[config.mk]
export PLATFORM = sky130hd
export DESIGN_NAME = fi_wrap
export DESIGN_NICKNAME = d
export VERILOG_FILES = /design/src/rtl/fi_pkg.sv /design/src/rtl/fi_ctrl.sv /design/src/rtl/fi_corrupt.sv /design/src/rtl/fi_tally.sv /design/src/rtl/fi_wrap.sv
export SDC_FILE = /design/constraint.sdc
export NUM_CORES = 1
export LEC_CHECK = 0
export CAP_MARGIN = 0
export CORE_UTILIZATION = 50
export DETAILED_ROUTE_END_ITERATION = 10
export DONT_BUFFER_PORTS = 1
export GPL_TIMING_DRIVEN = 0
export HOLD_SLACK_MARGIN = 0.08
export PLACE_DENSITY_LB_ADDON = 0.15
export RECOVER_POWER = 100
export SLEW_MARGIN = 20
export SYNTH_ARGS = -nofsm -noshare
export SYNTH_HDL_FRONTEND = slang
export SYNTH_HIERARCHICAL = 1
export SYNTH_SLANG_ARGS = --single-unit
[constraint.sdc]
create_clock -name clk -period 3.1 [get_ports clk]
set_clock_uncertainty 0.2 [all_clocks]
set_input_delay 0.62 -clock clk [delete_from_list [all_inputs] [get_ports clk]]
set_output_delay 0.62 -clock clk [all_outputs]
set_load 0.005 [all_outputs]
[src/rtl/fi_pkg.sv]
package fi_pkg;

    typedef enum logic [2:0] {
        F_NONE = 3'b000,
        F_SA0  = 3'b001,
        F_SA1  = 3'b010,
        F_DOM0 = 3'b011,
        F_DOM1 = 3'b100
    } fault_e;

    typedef enum logic [1:0] {
        ST_IDLE   = 2'd0,
        ST_ARMED  = 2'd1,
        ST_REJECT = 2'd2
    } fi_state_e;

endpackage

[src/rtl/fi_ctrl.sv]
module fi_ctrl
    import fi_pkg::*;
#(
    parameter  int W    = 8,
    localparam int IDXW = (W > 1) ? $clog2(W) : 1
) (
    input  logic            clk,
    input  logic            rst_n,
    input  logic            cfg_we,
    input  logic [2:0]      cfg_kind,
    input  logic [IDXW-1:0] cfg_idx,
    input  logic            arm,
    output logic [2:0]      kind_q,
    output logic [IDXW-1:0] idx_q,
    output fi_state_e       st,
    output logic            inject_en
);

    fi_state_e st_nxt;
    logic      cfg_ok;
    logic      wr_take;

    // Legality of the stored setting
    always_comb begin
        unique case (kind_q)
            F_SA0, F_SA1:   cfg_ok = (int'(idx_q) < W);
            F_DOM0, F_DOM1: cfg_ok = (int'(idx_q) < W - 1);
            default:        cfg_ok = 1'b0;
        endcase
    end

    assign wr_take = cfg_we && !arm && (st == ST_IDLE);

    always_ff @(posedge clk or negedge rst_n) begin
        if (!rst_n) begin
            kind_q <= F_NONE;
            idx_q  <= '0;
        end else if (wr_take) begin
            kind_q <= cfg_kind;
            idx_q  <= cfg_idx;
        end
    end

    // State register
    always_ff @(posedge clk or negedge rst_n) begin
        if (!rst_n) st <= ST_IDLE;
        else        st <= st_nxt;
    end

    // Next state: T_ARM_OK, T_ARM_BAD, T_DISARM
    always_comb begin
        st_nxt = st;
        unique case (st)
            ST_IDLE:   if (arm) st_nxt = cfg_ok ? ST_ARMED : ST_REJECT;
            ST_ARMED:  if (!arm) st_nxt = ST_IDLE;
            ST_REJECT: if (!arm) st_nxt = ST_IDLE;
            default:   st_nxt = ST_IDLE;
        endcase
    end

    // Outputs
    always_comb begin
        unique case (st)
            ST_ARMED: inject_en = 1'b1;
            default:  inject_en = 1'b0;
        endcase
    end

endmodule

[src/rtl/fi_corrupt.sv]
module fi_corrupt
    import fi_pkg::*;
#(
    parameter  int W    = 8,
    localparam int IDXW = (W > 1) ? $clog2(W) : 1
) (
    input  logic            en,
    input  logic [2:0]      kind,
    input  logic [IDXW-1:0] idx,
    input  logic [W-1:0]    d,
    output logic [W-1:0]    q,
    output logic            diff
);

    for (genvar j = 0; j < W; j++) begin : g_bit
        logic self_sel;
        logic low_sel;
        logic up_nb;
        logic dn_nb;
        logic qb;

        assign self_sel = en && (idx == IDXW'(j));

        if (j < W - 1) begin : g_up
            assign up_nb = d[j+1];
        end else begin : g_noup
            assign up_nb = 1'b0;
        end

        if (j > 0) begin : g_dn
            assign dn_nb   = d[j-1];
            assign low_sel = en && (idx == IDXW'(j - 1));
        end else begin : g_nodn
            assign dn_nb   = 1'b0;
            assign low_sel = 1'b0;
        end

        always_comb begin
            qb = d[j];
            case (kind)
                F_SA0:  if (self_sel) qb = 1'b0;
                F_SA1:  if (self_sel) qb = 1'b1;
                F_DOM0: begin
                    if (self_sel)     qb = d[j] & up_nb;
                    else if (low_sel) qb = d[j] & dn_nb;
                end
                F_DOM1: begin
                    if (self_sel)     qb = d[j] | up_nb;
                    else if (low_sel) qb = d[j] | dn_nb;
                end
                default: ;
            endcase
        end

        assign q[j] = qb;
    end

    assign diff = |(q ^ d);

endmodule

[src/rtl/fi_tally.sv]
module fi_tally #(
    parameter int CNTW = 8
) (
    input  logic            clk,
    input  logic            rst_n,
    input  logic            bump,
    output logic [CNTW-1:0] count
);

    localparam logic [CNTW-1:0] CMAX = '1;

    always_ff @(posedge clk or negedge rst_n) begin
        if (!rst_n)                     count <= '0;
        else if (bump && count != CMAX) count <= count + 1'b1;
    end

endmodule

[src/rtl/fi_wrap.sv]
module fi_wrap
    import fi_pkg::*;
#(
    parameter  int W    = 8,
    parameter  int CNTW = 8,
    localparam int IDXW = (W > 1) ? $clog2(W) : 1
) (
    input  logic            clk,
    input  logic            rst_n,
    input  logic            cfg_we,
    input  logic [2:0]      cfg_kind,
    input  logic [IDXW-1:0] cfg_idx,
    input  logic            arm,
    input  logic            acc_valid,
    input  logic [W-1:0]    acc_data,
    output logic [W-1:0]    out_data,
    output logic            activated,
    output logic [CNTW-1:0] act_count
);

    logic [2:0]      kind_q;
    logic [IDXW-1:0] idx_q;
    fi_state_e       st;
    logic            inject_en;
    logic [W-1:0]    bad_word;
    logic            word_diff;

    fi_ctrl #(.W(W)) u_ctrl (
        .clk       (clk),
        .rst_n     (rst_n),
        .cfg_we    (cfg_we),
        .cfg_kind  (cfg_kind),
        .cfg_idx   (cfg_idx),
        .arm       (arm),
        .kind_q    (kind_q),
        .idx_q     (idx_q),
        .st        (st),
        .inject_en (inject_en)
    );

    fi_corrupt #(.W(W)) u_corrupt (
        .en   (inject_en),
        .kind (kind_q),
        .idx  (idx_q),
        .d    (acc_data),
        .q    (bad_word),
        .diff (word_diff)
    );

    fi_tally #(.CNTW(CNTW)) u_tally (
        .clk   (clk),
        .rst_n (rst_n),
        .bump  (acc_valid && word_diff),
        .count (act_count)
    );

    always_ff @(posedge clk or negedge rst_n) begin
        if (!rst_n) begin
            out_data  <= '0;
            activated <= 1'b0;
        end else begin
            activated <= acc_valid && word_diff;
            if (acc_valid) out_data <= bad_word;
        end
    end

endmodule

==> results.py, run 1 <==
metrics = {
    "floorplanning": {
        "start_util_pct": 53.57,
        "num_rows": 23,
        "die_h_um": 68.40,
        "die_area_um2": 4679,
        "die_width_um": 68.40,
        "ios": 36,
        "core_area_um2": 4115,
    },
    "power": {
        "power.clock.fraction_pct": 7.4,
        "swShare_pct": 43.95,
        "power_frac_comb_pct": 66.4,
        "p_leak_nw": 1.046,
        "ir_drop_mv": 0.6267,
        "switching_power_w": 0.001160,
        "power.internal_w": 0.001479,
        "totalPowerFinal_w": 0.002640,
        "sequentialPowerShare_pct": 26.3,
        "p_per_area_nw_per_um2": 999.9,
    },
    "clock_network": {
        "cts_buffers": 3,
        "cts.sinks": 25,
        "cts-root-buf": "clkbuf_8",
        "htreeDepth": 1,
        "cts.clk_slew.worst_paths_ns": 0.09,
        "clk_path_buf_depth": 2,
        "insertion_delay_ns": 0.27,
        "cts_tree": "done",
    },
    "grt": {
        "grt_pass1_wl_um": 8638,
        "grt_pass1_vias": 1781,
        "antenna_found_initial": 0,
        "track_usage_pct": 24.69,
        "grt.overflow.total": 0,
        "grt_max_degree": 26,
    },
    "yosys": {
        "yosysTopAreaCellShare_pct": 28.38,
        "yosysUniqueCellTypes": 71,
        "synth-main-ff-cell": "dfrtp_1",
        "netlist_area_um2": 2205,
        "postSynthAreaPerCell_um2": 9.072,
        "yosysWarnings": 6,
        "synth_seq_cells": 25,
        "yosysSeqAreaShare_pct": 28.38,
        "yosysMostFrequentCell": "dfrtp_1",
        "synthCells": 243,
        "synth_fp_nets": 265,
        "yosys.area.top_type": "dfrtp_1",
        "synth_edf_count": 0,
        "synth.area.top_cells": "dfrtp_1 28%, mux2_4 6.1%, mux2_2 5.1%",
        "synth_top_cells_by_count": "25 x dfrtp_1, 18 x nor2_1, 14 x a21oi_1",
        "async_reset_ff_share_pct": 100.0,
    },
    "final_layout": {
        "syn_to_final_growth_pct": 19.75,
        "fin_cells": 314,
        "nNetsFinal": 287,
        "post-route-util_pct": 64.15,
        "drive_gt1_share_pct": 36.36,
        "num_antenna_cells": 0,
        "final_area_um2": 2640,
    },
    "hold_path": {
        "min_path_type": "in2reg",
        "hold_depth": 1,
    },
    "route": {
        "antenna_left": 0,
        "drc_errors": 0,
        "drt_iter0_drc": 198,
        "drt-total-wl_um": 5921,
        "firstDrtPassIters": 5,
        "wl_per_cell_um": 18.86,
        "vias": 2111,
        "routed_via_density": 6.723,
    },
    "worst_setup_path": {
        "r2r_start": "u_ctrl/st[1]",
        "endpoint": "u_tally/count[7]",
        "required_ns": 3.05,
        "path_buf_inv": 1,
        "timing.rr.end": "u_tally/count[7]",
        "max_stage_delay_ns": 0.51,
        "r2r_cells": 12,
        "path_delay_family": "simple AND/OR/NAND/NOR gates",
        "critical_path_depth": 12,
        "path_max_fanout": 6,
        "critPathSlowestCell": "or4bb_4",
        "crit_path_cell_trace": "inv_2 > ha_4 > or4bb_4 > o2111ai_4 > a21oi_4 > o211ai_2 > nor4b_4 > nand4_1 > and2_4 > and4_4 > nand3_2 > mux2_4",
        "endpoint_kind": "flip-flop",
        "path_class": "reg2reg",
        "cp-start-kind": "flip-flop",
        "worstSetupStartpoint": "u_ctrl/st[1]",
        "arrival_ns": 3.03,
        "worst-r2r-setup-slack_ns": 0.02,
    },
    "sta": {
        "setup_viol": 0,
        "tightest_slew_ns": 1.364,
        "slew_violations": 0,
        "relSlewSlack_pct": 9.052,
        "fmax_mhz": 325.1,
        "rsz0062_at_grt": "true",
        "finalCritPeriodShare_pct": 99.23,
        "setup_tns_ns": 0,
        "finalHoldViolCount": 0,
        "fin_crit_ns": 3.076,
    },
    "placement": {
        "gp_congestion": 0.9052,
        "placed_cells": 293,
        "dpl-instance-area_um2": 2267,
        "dp_hpwl_um": 3843,
        "port_buffers": 0,
    },
    "job": {
        "cap_violations": 0,
    },
    "outcome": {
        "status": "finished clean",
    },
}
worst reg2reg max path, stage by stage (launching register included):
cell,delay (ns)
dfrtp_1,0.39
inv_2,0.09
ha_4,0.17
or4bb_4,0.51
o2111ai_4,0.26
a21oi_4,0.09
o211ai_2,0.14
nor4b_4,0.23
nand4_1,0.12
and2_4,0.18
and4_4,0.20
nand3_2,0.08
mux2_4,0.30
routing by layer:
layer | GRT usage (%) | share of wire [%] | wire length (um) | vias up
li1 | - | - | - | 976
met1 | 34.22 | 44 | 2587 | 1020
met2 | 39.09 | 48 | 2850 | 99
met3 | 5.000 | 5.8 | 346 | 16
met4 | 5.729 | 2.3 | 136 | 0
met5 | 0 | 0 | 0 | -
worst min-delay path by stage:
stage	startpoint	endpoint
floorplan	rst_n	activated
global placement	rst_n	out_data[0]
detailed placement	rst_n	out_data[0]
CTS	cfg_idx[1]	u_ctrl/idx_q[1]
global route	cfg_idx[1]	u_ctrl/idx_q[1]
finish	cfg_idx[1]	u_ctrl/idx_q[1]
cell families after synthesis:
| family | count (synthesis) | share of synthesized area (%) |
|---|---|---|
| AOI/OAI and AO/OA | 71 | 22.59 |
| xor gates and xnor gates | 6 | 2.384 |
| adders and majority gates | 3 | 1.703 |
| buffers and inverters | 32 | 8.002 |
| DFF | 25 | 28.38 |
| muxes | 20 | 11.69 |
| and+or+nand+nor | 86 | 25.26 |
cell usage in the layout (no fill, tap or decap), types with 2 or more instances in the layout:
cell type and instances:
a211o_1 2, a211oi_1 2, a21o_1 2, a21oi_1 13
a221oi_2 2, a31oi_1 3, and3_1 2, and3b_1 2
and4b_2 2, and4bb_2 2, buf_2 4, buf_4 24
buf_6 4, clkbuf_1 10, clkbuf_8 3, dfrtp_1 20
dfrtp_2 5, ha_1 2, inv_1 4, mux2_2 9
mux2_4 10, nand2_1 11, nand2b_1 4, nand3_1 3
nand3_2 3, nand4_1 4, nand4b_1 2, nand4bb_1 2
nor2_1 17, nor3_1 7, nor4_1 2, nor4b_4 2
o211ai_1 4, o21ai_0 11, o221ai_1 2, o22ai_1 3
o31ai_1 4, o32a_1 2, xnor2_1 4
area by class of cell:
cell class / instances / area, um2
inverters: 5 / 18.77
multi-input cells: 186 / 1578
well taps: 50 / 62.56
clock buffers: 3 / 41.29
plain buffers: 26 / 168.9
fillers: 358 / 1475
clock inverters: 1 / 7.507
repair buffers: 18 / 131.4
flip-flops and latches: 25 / 631.9
power by group through the flow:
stage               clock, W  sequential, W  combinational (W)
detailed placement         0       0.000696            0.00136
CTS                 0.000201       0.000690            0.00151
floorplan                  0       0.000629            0.00114
global placement           0       0.000684            0.00135
finish              0.000194       0.000694            0.00175
global route        0.000208       0.000723            0.00187
state kept, by name, summed over array words and instances (netlist names):
name,cells
activated,1
u_ctrl/idx_q,3
u_ctrl/st,2
u_tally/count,8
u_ctrl/kind_q,3
out_data,8
metrics by stage:
stage                     setup slack [ns]  hold WS (ns)
after floorplan                     0.1356        0.1244
after global placement             -0.2909        0.1253
after detailed placement           -0.3474        0.1253
after CTS                          0.03079        0.2885
after global routing              -0.05743        0.2812
final                              0.02388        0.2950
repair_timing:
item | in CTS | in global routing
pin swaps | 2 | 9
buffers inserted | 5 | 11
hold buffers | 2 | 0
endpoints found under the setup margin | 7 | 4
gates resized for setup | 21 | 22
hold endpoints to repair | 25 | 0
Note: power is estimated with default switching activity, not from simulation.
==> run 2: changes to the inputs <==
--- a/config.mk
+++ b/config.mk
@@ -5,7 +5,7 @@
 export SDC_FILE = /design/constraint.sdc
 export NUM_CORES = 1
 export LEC_CHECK = 0
-export CAP_MARGIN = 0
+export CAP_MARGIN = 5
 export CORE_UTILIZATION = 50
 export DETAILED_ROUTE_END_ITERATION = 10
 export DONT_BUFFER_PORTS = 1
@@ -16,5 +16,4 @@
 export SLEW_MARGIN = 20
 export SYNTH_ARGS = -nofsm -noshare
 export SYNTH_HDL_FRONTEND = slang
-export SYNTH_HIERARCHICAL = 1
 export SYNTH_SLANG_ARGS = --single-unit
==> results.py, run 2 <==
metrics = {
    "outcome": {
        "status": "finished clean",
    },
    "placement": {
        "preCtsSetupSlack_ns": 0.05654,
        "dp_hpwl_um": 4777,
        "gp_congestion": 0.9394,
        "port_buffers": 0,
    },
    "power": {
        "power.internal_w": 0.001102,
        "switching_power_w": 0.001106,
        "ir_drop_mv": 0.4421,
        "p_leak_nw": 0.9094,
        "p_per_area_nw_per_um2": 913.3,
        "totalPowerFinal_w": 0.002208,
        "power_frac_comb_pct": 62.6,
        "power.clock.fraction_pct": 9.7,
        "swShare_pct": 50.09,
        "sequentialPowerShare_pct": 27.7,
    },
    "clock_network": {
        "cts_buffers": 3,
        "cts.clk_slew.worst_paths_ns": 0.10,
        "cts_resized": 0,
        "insertion_delay_ns": 0.28,
        "cts.sinks": 25,
        "htreeDepth": 1,
        "clk_path_buf_depth": 2,
        "cts_tree": "done",
        "cts-root-buf": "clkbuf_8",
    },
    "floorplanning": {
        "core_area_um2": 4384,
        "die_area_um2": 4859,
        "ios": 36,
        "die_h_um": 69.71,
        "num_rows": 24,
        "die_width_um": 69.71,
        "start_util_pct": 52.28,
    },
    "worst_setup_path": {
        "required_ns": 3.07,
        "path_delay_family": "compound AO/OA/AOI/OAI gates",
        "cp-start-kind": "flip-flop",
        "max_stage_delay_ns": 0.37,
        "endpoint_kind": "flip-flop",
        "path_buf_inv": 2,
        "crit_path_cell_trace": "inv_1 > ha_1 > buf_4 > nand2_1 > o31a_1 > o31ai_4 > o32a_2 > o2111ai_4 > o311ai_1 > mux2_1",
        "path_class": "reg2reg",
        "critPathSlowestCell": "dfrtp_1",
        "path_max_fanout": 10,
        "arrival_ns": 2.96,
    },
    "sta": {
        "tightest_slew_ns": 1.456,
        "finalHoldViolCount": 0,
        "worst_hold_slack_ns": 0.2837,
        "setup_viol": 0,
        "slew_violations": 0,
        "rsz0062_at_grt": "true",
        "finalCritPeriodShare_pct": 96.50,
        "fmax_mhz": 334.3,
        "relSlewSlack_pct": 2.916,
        "fin_crit_ns": 2.992,
        "fin_ws_ns": 0.1085,
    },
    "grt": {
        "grt.overflow.total": 0,
        "grt_pass1_vias": 2055,
        "antenna_found_initial": 0,
        "track_usage_pct": 26.88,
        "grt_max_degree": 26,
        "grt_pass1_wl_um": 10510,
    },
    "final_layout": {
        "post-route-util_pct": 55.14,
        "num_antenna_cells": 0,
        "seqCellArea_um2": 625.6,
        "multi_input_area_um2": 1510,
        "syn_to_final_growth_pct": 5.459,
        "reg_top3": "out_data: 8 flops, u_tally.count: 8 flops",
        "layout_common_cells": "25 x dfrtp_1, 22 x nor2_1, 17 x a21oi_1",
        "drive_gt1_share_pct": 10.32,
        "final_common_cell": "dfrtp_1",
        "fill_cells": 405,
        "nNetsFinal": 304,
    },
    "yosys": {
        "synth_fp_nets": 297,
        "async_reset_ff_share_pct": 100.0,
        "postSynthAreaPerCell_um2": 8.335,
        "synth_top_cells_by_count": "25 x dfrtp_1, 22 x nor2_1, 17 x a21oi_1",
        "yosysSeqAreaShare_pct": 27.29,
        "yosysMostFrequentCell": "dfrtp_1",
        "synth_edf_count": 0,
        "yosysTopAreaCellShare_pct": 27.29,
        "synthCells": 275,
        "yosysWarnings": 0,
        "yosys.area.top_type": "dfrtp_1",
        "netlist_area_um2": 2292,
        "synth.area.top_cells": "dfrtp_1 27%, a21oi_1 3.7%, nor2_1 3.6%",
        "synth_seq_cells": 25,
        "synth-main-ff-cell": "dfrtp_1",
        "yosysUniqueCellTypes": 61,
    },
    "hold_path": {
        "min_path_type": "in2reg",
    },
    "route": {
        "antenna_left": 0,
        "drt_iter0_drc": 306,
        "routed_via_density": 6.868,
        "firstDrtPassIters": 5,
        "drt-total-wl_um": 6480,
        "drc_errors": 0,
        "wl_per_cell_um": 19.46,
        "vias": 2287,
    },
    "job": {
        "cap_violations": 0,
    },
}
==> run 2: changes by cell type after synthesis, moves of 4 or more <==
cell	delta
a31oi_1	+8
buf_4	-7
inv_1	+5
mux2_2	-4
mux2_4	-9
nand2_1	+5
nand2b_1	+4
nor2_1	+4
o22ai_1	+6
o311ai_1	+4
==> run 2: worst paths after layout <==
kind | from | end | slack, ns | depth (start not counted)
min | cfg_idx[0] | u_ctrl.idx_q[0] | 0.28 | 1
min reg2reg | out_data[2] | out_data[2] | 0.33 | 1
min in group asynchronous | rst_n | out_data[5] | 1.02 | 2
max reg2reg | u_ctrl.st[1] | u_tally.count[6] | 0.11 | 10
max | u_ctrl.st[1] | u_tally.count[6] | 0.11 | 10
max in group asynchronous | rst_n | out_data[1] | 0.84 | 2
==> run 2: cells by family (layout without fill, tap and decap cells) <==
logic type / count (synthesis) / in the layout / synth area share [%]
compound gates: 91 / 91 / 29.37
xor+xnor: 5 / 5 / 1.910
fa+ha+maj: 3 / 3 / 1.638
buf+inv: 35 / 41 / 6.823
flops: 25 / 25 / 27.29
mux: 13 / 13 / 6.168
simple gates: 103 / 103 / 26.80
==> run 2: power groups by stage <==
| stage | Sequential (W) | Combinational (W) | Clock, W |
|---|---|---|---|
| 6_report | 0.000611 | 0.00138 | 0.000214 |
| 5_1_grt | 0.000632 | 0.00151 | 0.000226 |
| 4_1_cts | 0.000609 | 0.00136 | 0.000214 |
| 3_5_place_dp | 0.000616 | 0.00134 | 0 |
| 3_3_place_gp | 0.000610 | 0.00133 | 0 |
| 2_1_floorplan | 0.000576 | 0.00107 | 0 |
==> run 2: metrics by stage <==
| stage | instance area, um2 | cells | setup TNS, ns |
|---|---|---|---|
| 2_1_floorplan | 2292 | 275 | 0 |
| 4_1_cts | 2436 | 333 | 0 |
| 3_5_place_dp | 2357 | 327 | 0 |
| 6_report | 2417 | 333 | 0 |
| 5_1_grt | 2417 | 333 | -0.1295 |
| 3_3_place_gp | 2357 | 327 | 0 |
==> run 2: what timing repair did <==
action,in CTS,in global routing
hold endpoints to repair,25,0
endpoints found under the setup margin,0,2
hold buffers,2,0
setup buffers,0,0
==> run 2: cell type report <==
type	instances	share of cell area, %
Clock inverter	1	0.3106
Inverter	12	1.863
Clock buffer	3	1.708
Sequential cell	25	25.88
Multi-Input combinational cell	215	62.47
Tap cell	52	2.692
Buffer	23	4.503
Timing Repair Buffer	2	0.5694
==> run 2: worst reg2reg max path, stage by stage, from the launching register on <==
cell and delay, ns:
dfrtp_1 0.37, inv_1 0.09, ha_1 0.21, buf_4 0.18, nand2_1 0.12, o31a_1 0.35
o31ai_4 0.28, o32a_2 0.20, o2111ai_4 0.17, o311ai_1 0.36, mux2_1 0.36
==> run 2: per-layer routing <==
metal | track usage [%] | part of all wire, % | wire, um
met5 | 0 | 0 | 0
met4 | 6.000 | 1.2 | 76
met3 | 3.198 | 8.2 | 533
met2 | 41.32 | 45 | 2889
met1 | 40.35 | 46 | 2981
